<file path="src/rtl/rmii_rx_pkg.sv">
package rmii_rx_pkg;
  typedef enum logic [1:0] {
    HS_IDLE,
    HS_HUNT,
    HS_DROP,
    HS_DATA
  } hunt_state_e;

  localparam logic [1:0] DIBIT_PRE = 2'b01;
  localparam logic [1:0] DIBIT_SFD = 2'b11;
endpackage

</file>
<file path="src/rtl/rmii_sample_gate.sv">
module rmii_sample_gate #(
  parameter int SLOW_DIV = 10
) (
  input  logic clk,
  input  logic rst,
  input  logic mode_10m,
  output logic strobe
);
  localparam int CW = (SLOW_DIV > 1) ? $clog2(SLOW_DIV) : 1;
  localparam logic [CW-1:0] LAST = CW'(SLOW_DIV - 1);

  logic [CW-1:0] phase_cnt;

  always_ff @(posedge clk) begin
    if (rst) begin
      phase_cnt <= '0;
    end else if (phase_cnt == LAST) begin
      phase_cnt <= '0;
    end else begin
      phase_cnt <= phase_cnt + 1'b1;
    end
  end

  assign strobe = !mode_10m || (phase_cnt == LAST);

  AST_SLOW_STROBE_SPACED: assert property (@(posedge clk) disable iff (rst)
    (mode_10m && strobe) |=> !(mode_10m && strobe));
endmodule

</file>
<file path="src/rtl/rmii_sfd_hunter.sv">
module rmii_sfd_hunter
  import rmii_rx_pkg::*;
#(
  parameter int PRE_LIMIT = 32
) (
  input  logic       clk,
  input  logic       rst,
  input  logic       strobe,
  input  logic       crs_dv,
  input  logic [1:0] rxd,
  output logic       pack_en,
  output logic       frame_go,
  output logic       frame_end
);
  localparam int HW = $clog2(PRE_LIMIT + 1);
  localparam logic [HW-1:0] HLIM = HW'(PRE_LIMIT);

  hunt_state_e state, state_n;
  logic [HW-1:0] hcnt, hcnt_n;
  logic          prev_pre, prev_pre_n;
  logic          low_pend, low_pend_n;

  always_comb begin
    state_n    = state;
    hcnt_n     = hcnt;
    prev_pre_n = prev_pre;
    low_pend_n = low_pend;
    pack_en    = 1'b0;
    frame_go   = 1'b0;
    frame_end  = 1'b0;
    if (strobe) begin
      case (state)
        HS_IDLE: begin
          if (crs_dv) begin
            state_n    = HS_HUNT;
            hcnt_n     = HW'(1);
            prev_pre_n = (rxd == DIBIT_PRE);
          end
        end
        HS_HUNT: begin
          if (!crs_dv) begin
            state_n = HS_IDLE;
          end else if (hcnt == HLIM) begin
            state_n = HS_DROP;
          end else if (rxd == DIBIT_SFD && prev_pre) begin
            state_n    = HS_DATA;
            frame_go   = 1'b1;
            low_pend_n = 1'b0;
          end else begin
            hcnt_n     = hcnt + 1'b1;
            prev_pre_n = (rxd == DIBIT_PRE);
          end
        end
        HS_DROP: begin
          if (!crs_dv) state_n = HS_IDLE;
        end
        HS_DATA: begin
          if (crs_dv) begin
            low_pend_n = 1'b0;
            pack_en    = 1'b1;
          end else if (low_pend) begin
            state_n    = HS_IDLE;
            frame_end  = 1'b1;
            low_pend_n = 1'b0;
          end else begin
            low_pend_n = 1'b1;
          end
        end
        default: state_n = HS_IDLE;
      endcase
    end
  end

  always_ff @(posedge clk) begin
    if (rst) begin
      state    <= HS_IDLE;
      hcnt     <= '0;
      prev_pre <= 1'b0;
      low_pend <= 1'b0;
    end else begin
      state    <= state_n;
      hcnt     <= hcnt_n;
      prev_pre <= prev_pre_n;
      low_pend <= low_pend_n;
    end
  end

  AST_HUNT_BOUND: assert property (@(posedge clk) disable iff (rst)
    (state == HS_HUNT) |-> (hcnt <= HLIM));

  AST_GAP_THEN_END: assert property (@(posedge clk) disable iff (rst)
    (frame_end) |-> (state == HS_DATA && low_pend));
endmodule

</file>
<file path="src/rtl/rmii_byte_packer.sv">
module rmii_byte_packer #(
  parameter int DATA_W = 8
) (
  input  logic              clk,
  input  logic              rst,
  input  logic              pack_en,
  input  logic              frame_go,
  input  logic              frame_end,
  input  logic [1:0]        rxd,
  output logic [DATA_W-1:0] out_data,
  output logic              out_valid,
  output logic              out_sof,
  output logic              out_eof,
  output logic              out_err
);
  localparam int STEPS = DATA_W / 2;
  localparam int SW = (STEPS > 1) ? $clog2(STEPS) : 1;
  localparam logic [SW-1:0] LAST_STEP = SW'(STEPS - 1);

  logic [DATA_W-1:0] shreg;
  logic [DATA_W-1:0] held;
  logic [DATA_W-1:0] next_word;
  logic [SW-1:0]     dcnt;
  logic              held_vld;
  logic              held_first;
  logic              first_pend;

  assign next_word = {rxd, shreg[DATA_W-1:2]};

  always_ff @(posedge clk) begin
    if (rst) begin
      shreg      <= '0;
      held       <= '0;
      dcnt       <= '0;
      held_vld   <= 1'b0;
      held_first <= 1'b0;
      first_pend <= 1'b0;
      out_data   <= '0;
      out_valid  <= 1'b0;
      out_sof    <= 1'b0;
      out_eof    <= 1'b0;
      out_err    <= 1'b0;
    end else begin
      out_valid <= 1'b0;
      out_sof   <= 1'b0;
      out_eof   <= 1'b0;
      out_err   <= 1'b0;
      if (frame_go) begin
        dcnt       <= '0;
        held_vld   <= 1'b0;
        first_pend <= 1'b1;
      end else if (pack_en) begin
        shreg <= next_word;
        if (dcnt == LAST_STEP) begin
          dcnt <= '0;
          if (held_vld) begin
            out_valid <= 1'b1;
            out_data  <= held;
            out_sof   <= held_first;
          end
          held       <= next_word;
          held_vld   <= 1'b1;
          held_first <= first_pend;
          first_pend <= 1'b0;
        end else begin
          dcnt <= dcnt + 1'b1;
        end
      end else if (frame_end) begin
        if (held_vld) begin
          out_valid <= 1'b1;
          out_data  <= held;
          out_sof   <= held_first;
          out_eof   <= 1'b1;
        end
        out_err    <= (dcnt != '0);
        held_vld   <= 1'b0;
        first_pend <= 1'b0;
        dcnt       <= '0;
      end
    end
  end

  AST_SOF_NEEDS_VALID: assert property (@(posedge clk) disable iff (rst)
    out_sof |-> out_valid);

  AST_EOF_NEEDS_VALID: assert property (@(posedge clk) disable iff (rst)
    out_eof |-> out_valid);

  AST_VALID_NOT_BACK_TO_BACK: assert property (@(posedge clk) disable iff (rst)
    out_valid |=> !out_valid);

  AST_ERR_ONLY_AT_END: assert property (@(posedge clk) disable iff (rst)
    out_err |-> $past(frame_end));
endmodule

</file>
<file path="src/rtl/rmii_rx_aligner.sv">
module rmii_rx_aligner #(
  parameter int DATA_W    = 8,
  parameter int SLOW_DIV  = 10,
  parameter int PRE_LIMIT = 32
) (
  input  logic              clk,
  input  logic              rst,
  input  logic              mode_10m,
  input  logic              crs_dv,
  input  logic [1:0]        rxd,
  output logic [DATA_W-1:0] byte_data,
  output logic              byte_valid,
  output logic              byte_sof,
  output logic              byte_eof,
  output logic              align_err
);
  logic strobe;
  logic pack_en;
  logic frame_go;
  logic frame_end;

  rmii_sample_gate #(.SLOW_DIV(SLOW_DIV)) i_gate (
    .clk      (clk),
    .rst      (rst),
    .mode_10m (mode_10m),
    .strobe   (strobe)
  );

  rmii_sfd_hunter #(.PRE_LIMIT(PRE_LIMIT)) i_hunter (
    .clk       (clk),
    .rst       (rst),
    .strobe    (strobe),
    .crs_dv    (crs_dv),
    .rxd       (rxd),
    .pack_en   (pack_en),
    .frame_go  (frame_go),
    .frame_end (frame_end)
  );

  rmii_byte_packer #(.DATA_W(DATA_W)) i_packer (
    .clk       (clk),
    .rst       (rst),
    .pack_en   (pack_en),
    .frame_go  (frame_go),
    .frame_end (frame_end),
    .rxd       (rxd),
    .out_data  (byte_data),
    .out_valid (byte_valid),
    .out_sof   (byte_sof),
    .out_eof   (byte_eof),
    .out_err   (align_err)
  );
endmodule

</file>
<file path="config.mk">
export PLATFORM = sky130hd
export DESIGN_NAME = rmii_rx_aligner
export DESIGN_NICKNAME = d
export VERILOG_FILES = /design/src/rtl/rmii_rx_pkg.sv /design/src/rtl/rmii_sample_gate.sv /design/src/rtl/rmii_sfd_hunter.sv /design/src/rtl/rmii_byte_packer.sv /design/src/rtl/rmii_rx_aligner.sv
export SDC_FILE = /design/constraint.sdc
export NUM_CORES = 1
export LEC_CHECK = 0
export BUFFER_PORTS_ARGS = -buffer_cell sky130_fd_sc_hd__clkbuf_2
export CORE_UTILIZATION = 45
export CTS_CLUSTER_DIAMETER = 30
export DETAILED_ROUTE_END_ITERATION = 7
export GPL_ROUTABILITY_DRIVEN = 0
export HOLD_SLACK_MARGIN = 0.15
export SETUP_SLACK_MARGIN = 0.3
export SYNTH_ARGS = -nofsm -noshare
export SYNTH_HDL_FRONTEND = slang
export SYNTH_SLANG_ARGS = --single-unit
export TNS_END_PERCENT = 20
</file>
<file path="constraint.sdc">
create_clock -name clk -period 4 [get_ports clk]
set_input_delay 0.8 -clock clk [delete_from_list [all_inputs] [get_ports clk]]
set_output_delay 0.8 -clock clk [all_outputs]
set_load 0.02 [all_outputs]
</file>
### Yosys cells after proc, flatten, opt, wreduce, memory -nomap -nowiden

Index checks and enable logic that the tools add are counted.

| word-level totals | value |
|---|---|
| word-level logic and storage cells | 118 |
| flip-flop bits (word level) | 47 |
| output and inout port bits | 12 |
| bits of input ports | 6 |

| cells by class | value |
|---|---|
| reduce and logical (&&, ||, !) cells | 21 |
| muxes and demuxes | 57 |
| bitwise logic cells | 2 |
| add/subtract/negate cells | 3 |
| eq/ne operators | 19 |

Operators by type and width:

| kind | count |
|---|---|
| 1-bit 2-to-1 mux | 35 |
| 8-bit 2-to-1 mux | 4 |
| 6-bit 2-to-1 mux | 4 |
| 2-bit 2-to-1 mux | 10 |
| 2-bit != test, second input constant | 6 |
| 6-bit one-hot mux with 2 select lines | 1 |
| 6-bit AND reduction | 2 |
| 2-bit equality test, second input constant | 4 |
| 2-bit one-hot mux with 4 select lines | 1 |
| 2-bit nonzero test | 4 |
| 6-bit by 1-bit adder with 6-bit output, second input constant | 1 |
| 6-bit equality test, second input constant | 1 |
| 2-bit by 1-bit != test with 1-bit output, second input constant | 3 |
| 2-bit AND reduction | 3 |
| 3-bit AND reduction | 2 |
| 5-bit AND reduction | 1 |
| 4-bit by 1-bit adder with 4-bit output, second input constant | 1 |
| 2-bit by 1-bit equality test with 1-bit output, second input constant | 2 |
| 4-bit equality test, second input constant | 1 |
| 4-bit by 2-bit != test with 1-bit output, second input constant | 1 |
| 1-bit one-hot mux with 2 select lines | 2 |
| 2-bit OR reduction | 2 |
| 4-bit OR reduction | 1 |
| 3-bit by 2-bit != test with 1-bit output, second input constant | 1 |
| 8 further kinds | 9 |

### Longest topological paths before layout

Gate-level depths: netlist of the first run.

| logic depth | value |
|---|---|
| depth in word-level cells | 9 |
| mapped depth | 7 |

### Modules after synthesis

A second synthesis of the first run with hierarchy kept.

| unflattened totals | value |
|---|---|
| cell total of the unflattened synthesis | 224 |
| area total of the unflattened synthesis | 2084.5 sq um |

By module, submodules not included:

| module | times used | cells an instance | sequential area each (sq um) | area each (sq um) |
|---|---|---|---|---|
| rmii_byte_packer | 1 | 128 | 620.6 | 1243.7 |
| rmii_sfd_hunter | 1 | 76 | 200.2 | 658.1 |
| rmii_sample_gate | 1 | 20 | 80.1 | 182.7 |

### Worst setup path before layout of the first run

No wires, ideal clock.

| path | value |
|---|---|
| kind | input -> register |
| start | input rxd[0] |
| end | register i_hunter.prev_pre |
| library setup time | 115 ps |
| arrival | 1716 ps |
| cell stages on the path | 5 |
| data required time | 3885 ps |
| path slack | 2170 ps |
| cell sequence | and3_1 > clkbuf_1 > a22oi_2 > a21boi_0 > o21a_1 |

| between the ends | value |
|---|---|
| word-level cells in the longest chain between the ends | 5 |
| elaborated cells on any way between the ends | 10 |

Ends and longest elaborated chain:

| item | line | RTL |
|---|---|---|
| start: declaration | rmii_rx_aligner.sv:10 | `input logic [1:0] rxd,` |
| 2-bit by 1-bit equality test with 1-bit output | rmii_sfd_hunter.sv:37, rmii_sfd_hunter.sv:51 |  |
| 1-bit 2-to-1 mux | rmii_sfd_hunter.sv:45 | `end else if (rxd == DIBIT_SFD && prev_pre) begin` |
| 1-bit 2-to-1 mux | rmii_sfd_hunter.sv:43 | `end else if (hcnt == HLIM) begin` |
| 1-bit 2-to-1 mux | rmii_sfd_hunter.sv:41 | `if (!crs_dv) begin` |
| 1-bit one-hot mux with 2 select lines | rmii_sfd_hunter.sv:32 | `case (state)` |
| end signal: assignment | rmii_sfd_hunter.sv:83 | `prev_pre <= prev_pre_n;` |
| end: declaration | rmii_sfd_hunter.sv:20 | `logic prev_pre, prev_pre_n;` |

Parallel ways exist; a longest one is shown, timed or not. The select of a mux whose other input is x is not followed.
A chain may end at the register's enable or synchronous reset.

### Worst setup path in the final report of the first run

| path | value |
|---|---|
| start | input crs_dv |
| end | register i_packer.out_data[5] |

| between the ends | value |
|---|---|
| word-level cells in the longest chain between the ends | 5 |
| elaborated cells on any way between the ends | 14 |

Ends and longest elaborated chain:

| item | line | RTL |
|---|---|---|
| start: declaration | rmii_rx_aligner.sv:9 | `input logic crs_dv,` |
| 1-bit 2-to-1 mux (on tied branches) | rmii_sfd_hunter.sv:58, rmii_sfd_hunter.sv:41 |  |
| 1-bit 2-to-1 mux | rmii_sfd_hunter.sv:32 |  |
| 1-bit 2-to-1 mux | rmii_sfd_hunter.sv:31 | `if (strobe) begin` |
| 2-bit by 1-bit != test with 1-bit output (no line), or another cell as far along | - |  |
| 3-bit AND reduction (no line) | - |  |
| end signal: assignment | rmii_byte_packer.sv:58 | `out_data <= held;` |
| end signal: assignment | rmii_byte_packer.sv:71 | `out_data <= held;` |
| end: declaration | rmii_byte_packer.sv:10 | `output logic [DATA_W-1:0] out_data,` |

Parallel ways exist; a longest one is shown, timed or not.

==> qor.yml, run 1 <==
detailed_routing:
  route.met2.wl_mm: 1.69
  drc_errors: 0
  top_layer_used: "met4"
  vias: 1493
  ant_nets: 0
  wirelength_mm: 3.74
  drtIter0Drc: 80
  wl_met3_um: 117
  drt_pass1_iterations: 4
  vias_per_cell: 5.31
  wl_per_cell_um: 13.3
  routedLengthMet1_mm: 1.92
sta:
  setup_viol: 0
  fin_crit_ns: 2.18
  rsz0062_at_grt: "false"
  fin_crit_sh_pct: 54.6
  fin_skew_ns: 0.00327
  slew_viol_final: 0
  fmax_mhz: 458
  fin_ws_ns: 1.82
  fin_tns_setup_ns: 0
  worst_pin_slew_ns: 0.888
  worst_slew_margin_rel_pct: 40.8
  finalHoldViolCount: 0
cts:
  clock_latency_ns: 0.29
  htreeDepth: 2
  cts_sinks: 45
  clkTransAtPathRegs_ns: 0.09
  numCtsBuffers: 5
  cts_hold_buf: 0
  post_cts_buffers: 0
  cts-root-buf: "clkbuf_8"
  clockBufferDepth: 2
  cts_resized: 0
  tritoncts: "done"
outcome:
  status: "complete, no violations"
logic_synthesis:
  synth-edff-count: 0
  synth_fp_nets: 227
  synthSimpleGateAreaFrac_pct: 21.0
  synthCells: 215
  synth_mux_area_share_pct: 14.2
  synth-xor-area-share_pct: 0.428
  synth_compound_area_share_pct: 12.3
  yosysSeqAreaShare_pct: 44.0
  synth_top_family_by_area: "simple AND/OR/NAND/NOR gates"
  ys_ff_latch: 45
  synthAdderAreaFrac_pct: 3.67
  yosys_most_used_dff: "dfxtp_1"
  syn-cell-area_um2: 2050
  syn_avg_cell_area_um2: 9.51
  async_flop_share_pct: 0
  synth_cell_type_count: 44
  ys_warn_count: 0
power_and_ir_drop:
  ir_drop_mv: 0.190
  power_density_nw_per_um2: 349
  power.leakage_nw: 0.861
  power.total_mw: 0.779
layout:
  final.fill_count: 399
  multi_input_area_um2: 1060
  mostFrequentLayoutCells: "dfxtp_1, mux2i_1, nor2_1"
  final_area_um2: 2230
  final_nets: 240
  layout_commonest_cell: "dfxtp_1"
  antennaDiodeCount: 0
  syn_to_final_growth_pct: 9.11
  fin_util_pct: 51.3
  seq_area_um2: 901
  layout-drive-gt1-share_pct: 15.3
worst_setup_path:
  endpoint_kind: "flip-flop"
  critPathArrivalTime_ns: 2.35
  worst-path-max-fanout: 12
  critPathRequiredTime_ns: 4.16
  criticalPathCategory: "input pin to flip-flop"
  worst_setup_path_start_kind: "input pin"
floorplan:
  dieArea_um2: 4820
  dieHeight_um: 69.4
  coreArea_um2: 4350
  start_util_pct: 47.0
  row_count: 24
  fp.dieW_um: 69.4
  pin_count: 18
global_routing:
  grt-ovfl-total: 0
  track_usage_pct: 16.6
  antenna_found_initial: 0
  grt_max_degree: 39
  grt_pass1_wl_mm: 6.41
  grt_pass1_vias: 1333
placed_design:
  preCtsSetupSlack_ns: 1.47
  dpl-instance-area_um2: 2140
  port_buffers: 17
  dp_hpwl_mm: 2.51
run:
  cap_violations: 0
min_path:
  hp-class: "flip-flop to flip-flop"
==> registers in the layout, summed over array words and instances, names as in the netlist <==
| name | count |
|---|---|
| i_hunter.state | 2 |
| i_packer.held | 8 |
| i_hunter.low_pend | 1 |
| i_packer.out_err | 1 |
| i_packer.out_data | 8 |
| i_packer.out_eof | 1 |
| i_hunter.prev_pre | 1 |
| i_packer.first_pend | 1 |
| i_packer.shreg | 6 |
| i_packer.held_vld | 1 |
| i_packer.dcnt | 2 |
| i_packer.out_valid | 1 |
| i_packer.out_sof | 1 |
| i_packer.held_first | 1 |
| i_gate.phase_cnt | 4 |
| i_hunter.hcnt | 6 |
==> report_power, final <==
part | leakage (nW) | total (mW) | internal, mW | switching (mW)
combinational | 0.460 | 0.0397 | 0.0149 | 0.0248
sequential | 0.363 | 0.460 | 0.452 | 0.00736
clock | 0.0374 | 0.279 | 0.123 | 0.156
==> critical path, stage by stage <==
cell       delay (ns)
clkbuf_2         0.18
mux2i_1          0.20
a2111oi_4        0.84
mux2i_1          0.27
nor2_1           0.05
==> cells in the mapped netlist, types with 2 or more instances <==
| master | count | area (um^2) |
|---|---|---|
| mux2i_1 | 29 | 290 |
| and3_1 | 6 | 37.5 |
| inv_1 | 8 | 30.0 |
| o21ai_0 | 5 | 25.0 |
| ha_1 | 6 | 75.1 |
| nor3b_1 | 3 | 22.5 |
| nand3_1 | 7 | 35.0 |
| nand2b_1 | 6 | 37.5 |
| clkbuf_1 | 6 | 22.5 |
| a21boi_0 | 2 | 15.0 |
| a21o_1 | 2 | 15.0 |
| dfxtp_1 | 45 | 901 |
| nor2_1 | 29 | 109 |
| a31o_2 | 2 | 17.5 |
| buf_2 | 5 | 25.0 |
| a21oi_1 | 7 | 35.0 |
| nand2_1 | 12 | 45.0 |
| nand4_1 | 3 | 18.8 |
| nor3_1 | 6 | 30.0 |
| o21a_1 | 2 | 15.0 |
==> final timing paths <==
kind                                       start                                end  slack (ns)  depth (start not counted)
setup / recovery                          crs_dv  i_packer.out_data[5]$_SDFFE_PP0P_        1.82                          5
hold / removal    i_gate.phase_cnt[0]$_SDFF_PP0_     i_gate.phase_cnt[0]$_SDFF_PP0_        0.49                          1
setup reg to reg  i_hunter.state[0]$_SDFFE_PP0P_  i_packer.out_data[5]$_SDFFE_PP0P_        1.84                          4
hold reg to reg   i_gate.phase_cnt[0]$_SDFF_PP0_     i_gate.phase_cnt[0]$_SDFF_PP0_        0.49                          1
==> per-layer routing <==
layer | global-route usage, % | vias up
met2 | 26.1 | 24
met1 | 22.5 | 692
li1 | - | 775
met5 | 0 | -
met4 | 4.76 | 0
met3 | 4.36 | 2
==> area by class of cell <==
class,instances,share of cell area (%)
Clock inverter,2,0.673
Sequential cell,45,40.4
Timing Repair Buffer,18,4.15
Tap cell,52,2.91
Inverter,8,1.35
Clock buffer,6,3.25
Multi-Input combinational cell,150,47.3
==> logic make-up after synthesis <==
kind of cell | Yosys count
simple gates | 82
flops | 45
compound gates | 32
mux | 29
buf+inv | 20
fa+ha+maj | 6
xor+xnor | 1
==> per-stage QoR <==
stage               hold WS, ns  std cells
floorplan                 0.452        215
global placement          0.469        273
detailed placement        0.474        273
CTS                       0.495        281
global route              0.508        281
finish                    0.491        281
Note: power is estimated with default switching activity, not from simulation.
==> run 2, diff against run 1 <==
clock period = 2.25 ns   (was 4 ns; I/O delays follow)
==> qor.yml, run 2 (synthesis gave the netlist of run 1 again) <==
sta:
  rsz0062_at_grt: "false"
  worst_pin_slew_ns: 0.379
  fmax_mhz: 558
  hold_ws_ns: 0.435
  finalHoldViolCount: 0
  fin_crit_sh_pct: 79.6
  fin_tns_setup_ns: 0
  setup_viol: 0
  fin_skew_ns: 0.00775
  slew_viol_final: 0
  worst_slew_margin_rel_pct: 74.7
  fin_crit_ns: 1.79
floorplan:
  pin_count: 18
  coreArea_um2: 4350
  start_util_pct: 47.0
  dieArea_um2: 4820
  row_count: 24
  dieHeight_um: 69.4
  fp.dieW_um: 69.4
detailed_routing:
  vias_per_cell: 5.28
  drtIter0Drc: 99
  ant_nets: 0
  wirelength_mm: 3.72
  drc_errors: 1
  wl_per_cell_um: 13.0
  drt_pass1_iterations: 6
  vias: 1511
cts:
  post_cts_buffers: 0
  cts_resized: 0
  numCtsBuffers: 5
  cts_sinks: 45
  clkTransAtPathRegs_ns: 0.09
  tritoncts: "done"
  htreeDepth: 2
  clock_latency_ns: 0.30
  cts_hold_buf: 0
  clockBufferDepth: 2
  cts-root-buf: "clkbuf_8"
layout:
  fin_util_pct: 52.3
  antennaDiodeCount: 0
  final.fill_count: 394
  layout-drive-gt1-share_pct: 17.9
  final_nets: 245
  reg.largest.list: "i_packer.held (8), i_packer.out_data (8)"
  final_area_um2: 2280
  mostFrequentLayoutCells: "dfxtp_1, mux2i_1, nor2_1"
  syn_to_final_growth_pct: 11.4
  layout_commonest_cell: "dfxtp_1"
power_and_ir_drop:
  ir_drop_mv: 0.344
  pwr-share-clk_pct: 36.4
  internal_power_mw: 1.06
  switchingPower_mw: 0.349
  pwr-share-comb_pct: 5.8
  switching_share_pct: 24.7
  power.leakage_nw: 0.893
  power.total_mw: 1.41
  p_seq_share_pct: 57.8
  power_density_nw_per_um2: 619
worst_setup_path:
  worst-path-max-fanout: 10
  critPathArrivalTime_ns: 1.97
  endpoint_kind: "flip-flop"
  worst_setup_path_start_kind: "flip-flop"
  rr_endpoint: "i_packer.out_data[0]$_SDFFE_PP0P_"
  critPathLaunch: "i_gate.phase_cnt[0]$_SDFF_PP0_"
  reg2regPathDepth: 6
  timing.rr.start: "i_gate.phase_cnt[0]$_SDFF_PP0_"
  criticalPathCategory: "flip-flop to flip-flop"
  r2r_slack_ns: 0.46
  critPathRequiredTime_ns: 2.43
global_routing:
  grt_pass1_vias: 1441
  antenna_found_initial: 0
  track_usage_pct: 17.0
  grt_max_degree: 31
  grt-ovfl-total: 0
  grt_pass1_wl_mm: 6.59
min_path:
  hp-class: "input pin to flip-flop"
  hold_depth: 2
  min-delay-start: "rst"
  min_to: "i_gate.phase_cnt[2]$_SDFF_PP0_"
placed_design:
  dp_hpwl_mm: 2.58
  port_buffers: 17
  dpl-instance-area_um2: 2180
outcome:
  status: "finished with violations"
  violations: "DRC"
run:
  cap_violations: 0
-- run 2: cell types whose count changed in the layout (fill, tap and decap cells not counted), sizes merged --
| cell | previous run | this run |
|---|---|---|
| clkinv | 0 | 1 |
| clkbuf | 23 | 22 |
| clkinvlp | 2 | 1 |
| buf | 1 | 6 |
| inv | 8 | 9 |
-- run 2: power groups by stage --
stage / Sequential (mW) / Clock [mW] / Combinational (mW)
floorplan: 0.828 / 0 / 0.0600
global placement: 0.833 / 0 / 0.0821
detailed placement: 0.833 / 0 / 0.0819
CTS: 0.814 / 0.539 / 0.0821
global route: 0.816 / 0.568 / 0.0916
finish: 0.814 / 0.514 / 0.0817
-- run 2: worst max path at each step --
stage / to / slack [ns]
after floorplan: i_packer.out_data[0]$_SDFFE_PP0P_ / 0.61
after global placement: i_packer.out_data[1]$_SDFFE_PP0P_ / 0.46
after detailed placement: i_packer.out_data[0]$_SDFFE_PP0P_ / 0.44
after CTS: i_packer.out_data[0]$_SDFFE_PP0P_ / 0.43
after global routing: i_packer.out_data[5]$_SDFFE_PP0P_ / 0.33
final: i_packer.out_data[0]$_SDFFE_PP0P_ / 0.46
-- run 2: metal layers --
metal,part of all wire [%],global-route usage (%),wire [um],vias to the layer above
met3,3.8,4.65,142,6
met1,50,22.6,1850,691
met5,0,0,0,-
li1,-,-,-,789
met2,45,26.3,1670,25
met4,1.6,6.12,58,0
-- run 2: worst max-delay path: stages, from the launching register on --
cell,delay [ns]
dfxtp_1,0.39
ha_2,0.25
nand3b_4,0.15
a2111oi_4,0.36
buf_4,0.26
mux2i_1,0.20
nor2_1,0.06
-- run 2: cell type report --
| cell class | count | area, um^2 | area share (%) |
|---|---|---|---|
| multi-input cells | 150 | 1060 | 46.5 |
| repair buffers | 23 | 130 | 5.71 |
| clock buffers | 5 | 68.8 | 3.02 |
| clock inverters | 3 | 25.0 | 1.10 |
| inverters | 8 | 30.0 | 1.32 |
| flip-flops and latches | 45 | 901 | 39.5 |
| well taps | 52 | 65.1 | 2.86 |
-- run 2: per-stage QoR --
stage / setup slack (ns) / instances
final: 0.459 / 286
after global routing: 0.325 / 286
after CTS: 0.427 / 286
after detailed placement: 0.439 / 278
after global placement: 0.456 / 278
after floorplan: 0.612 / 215
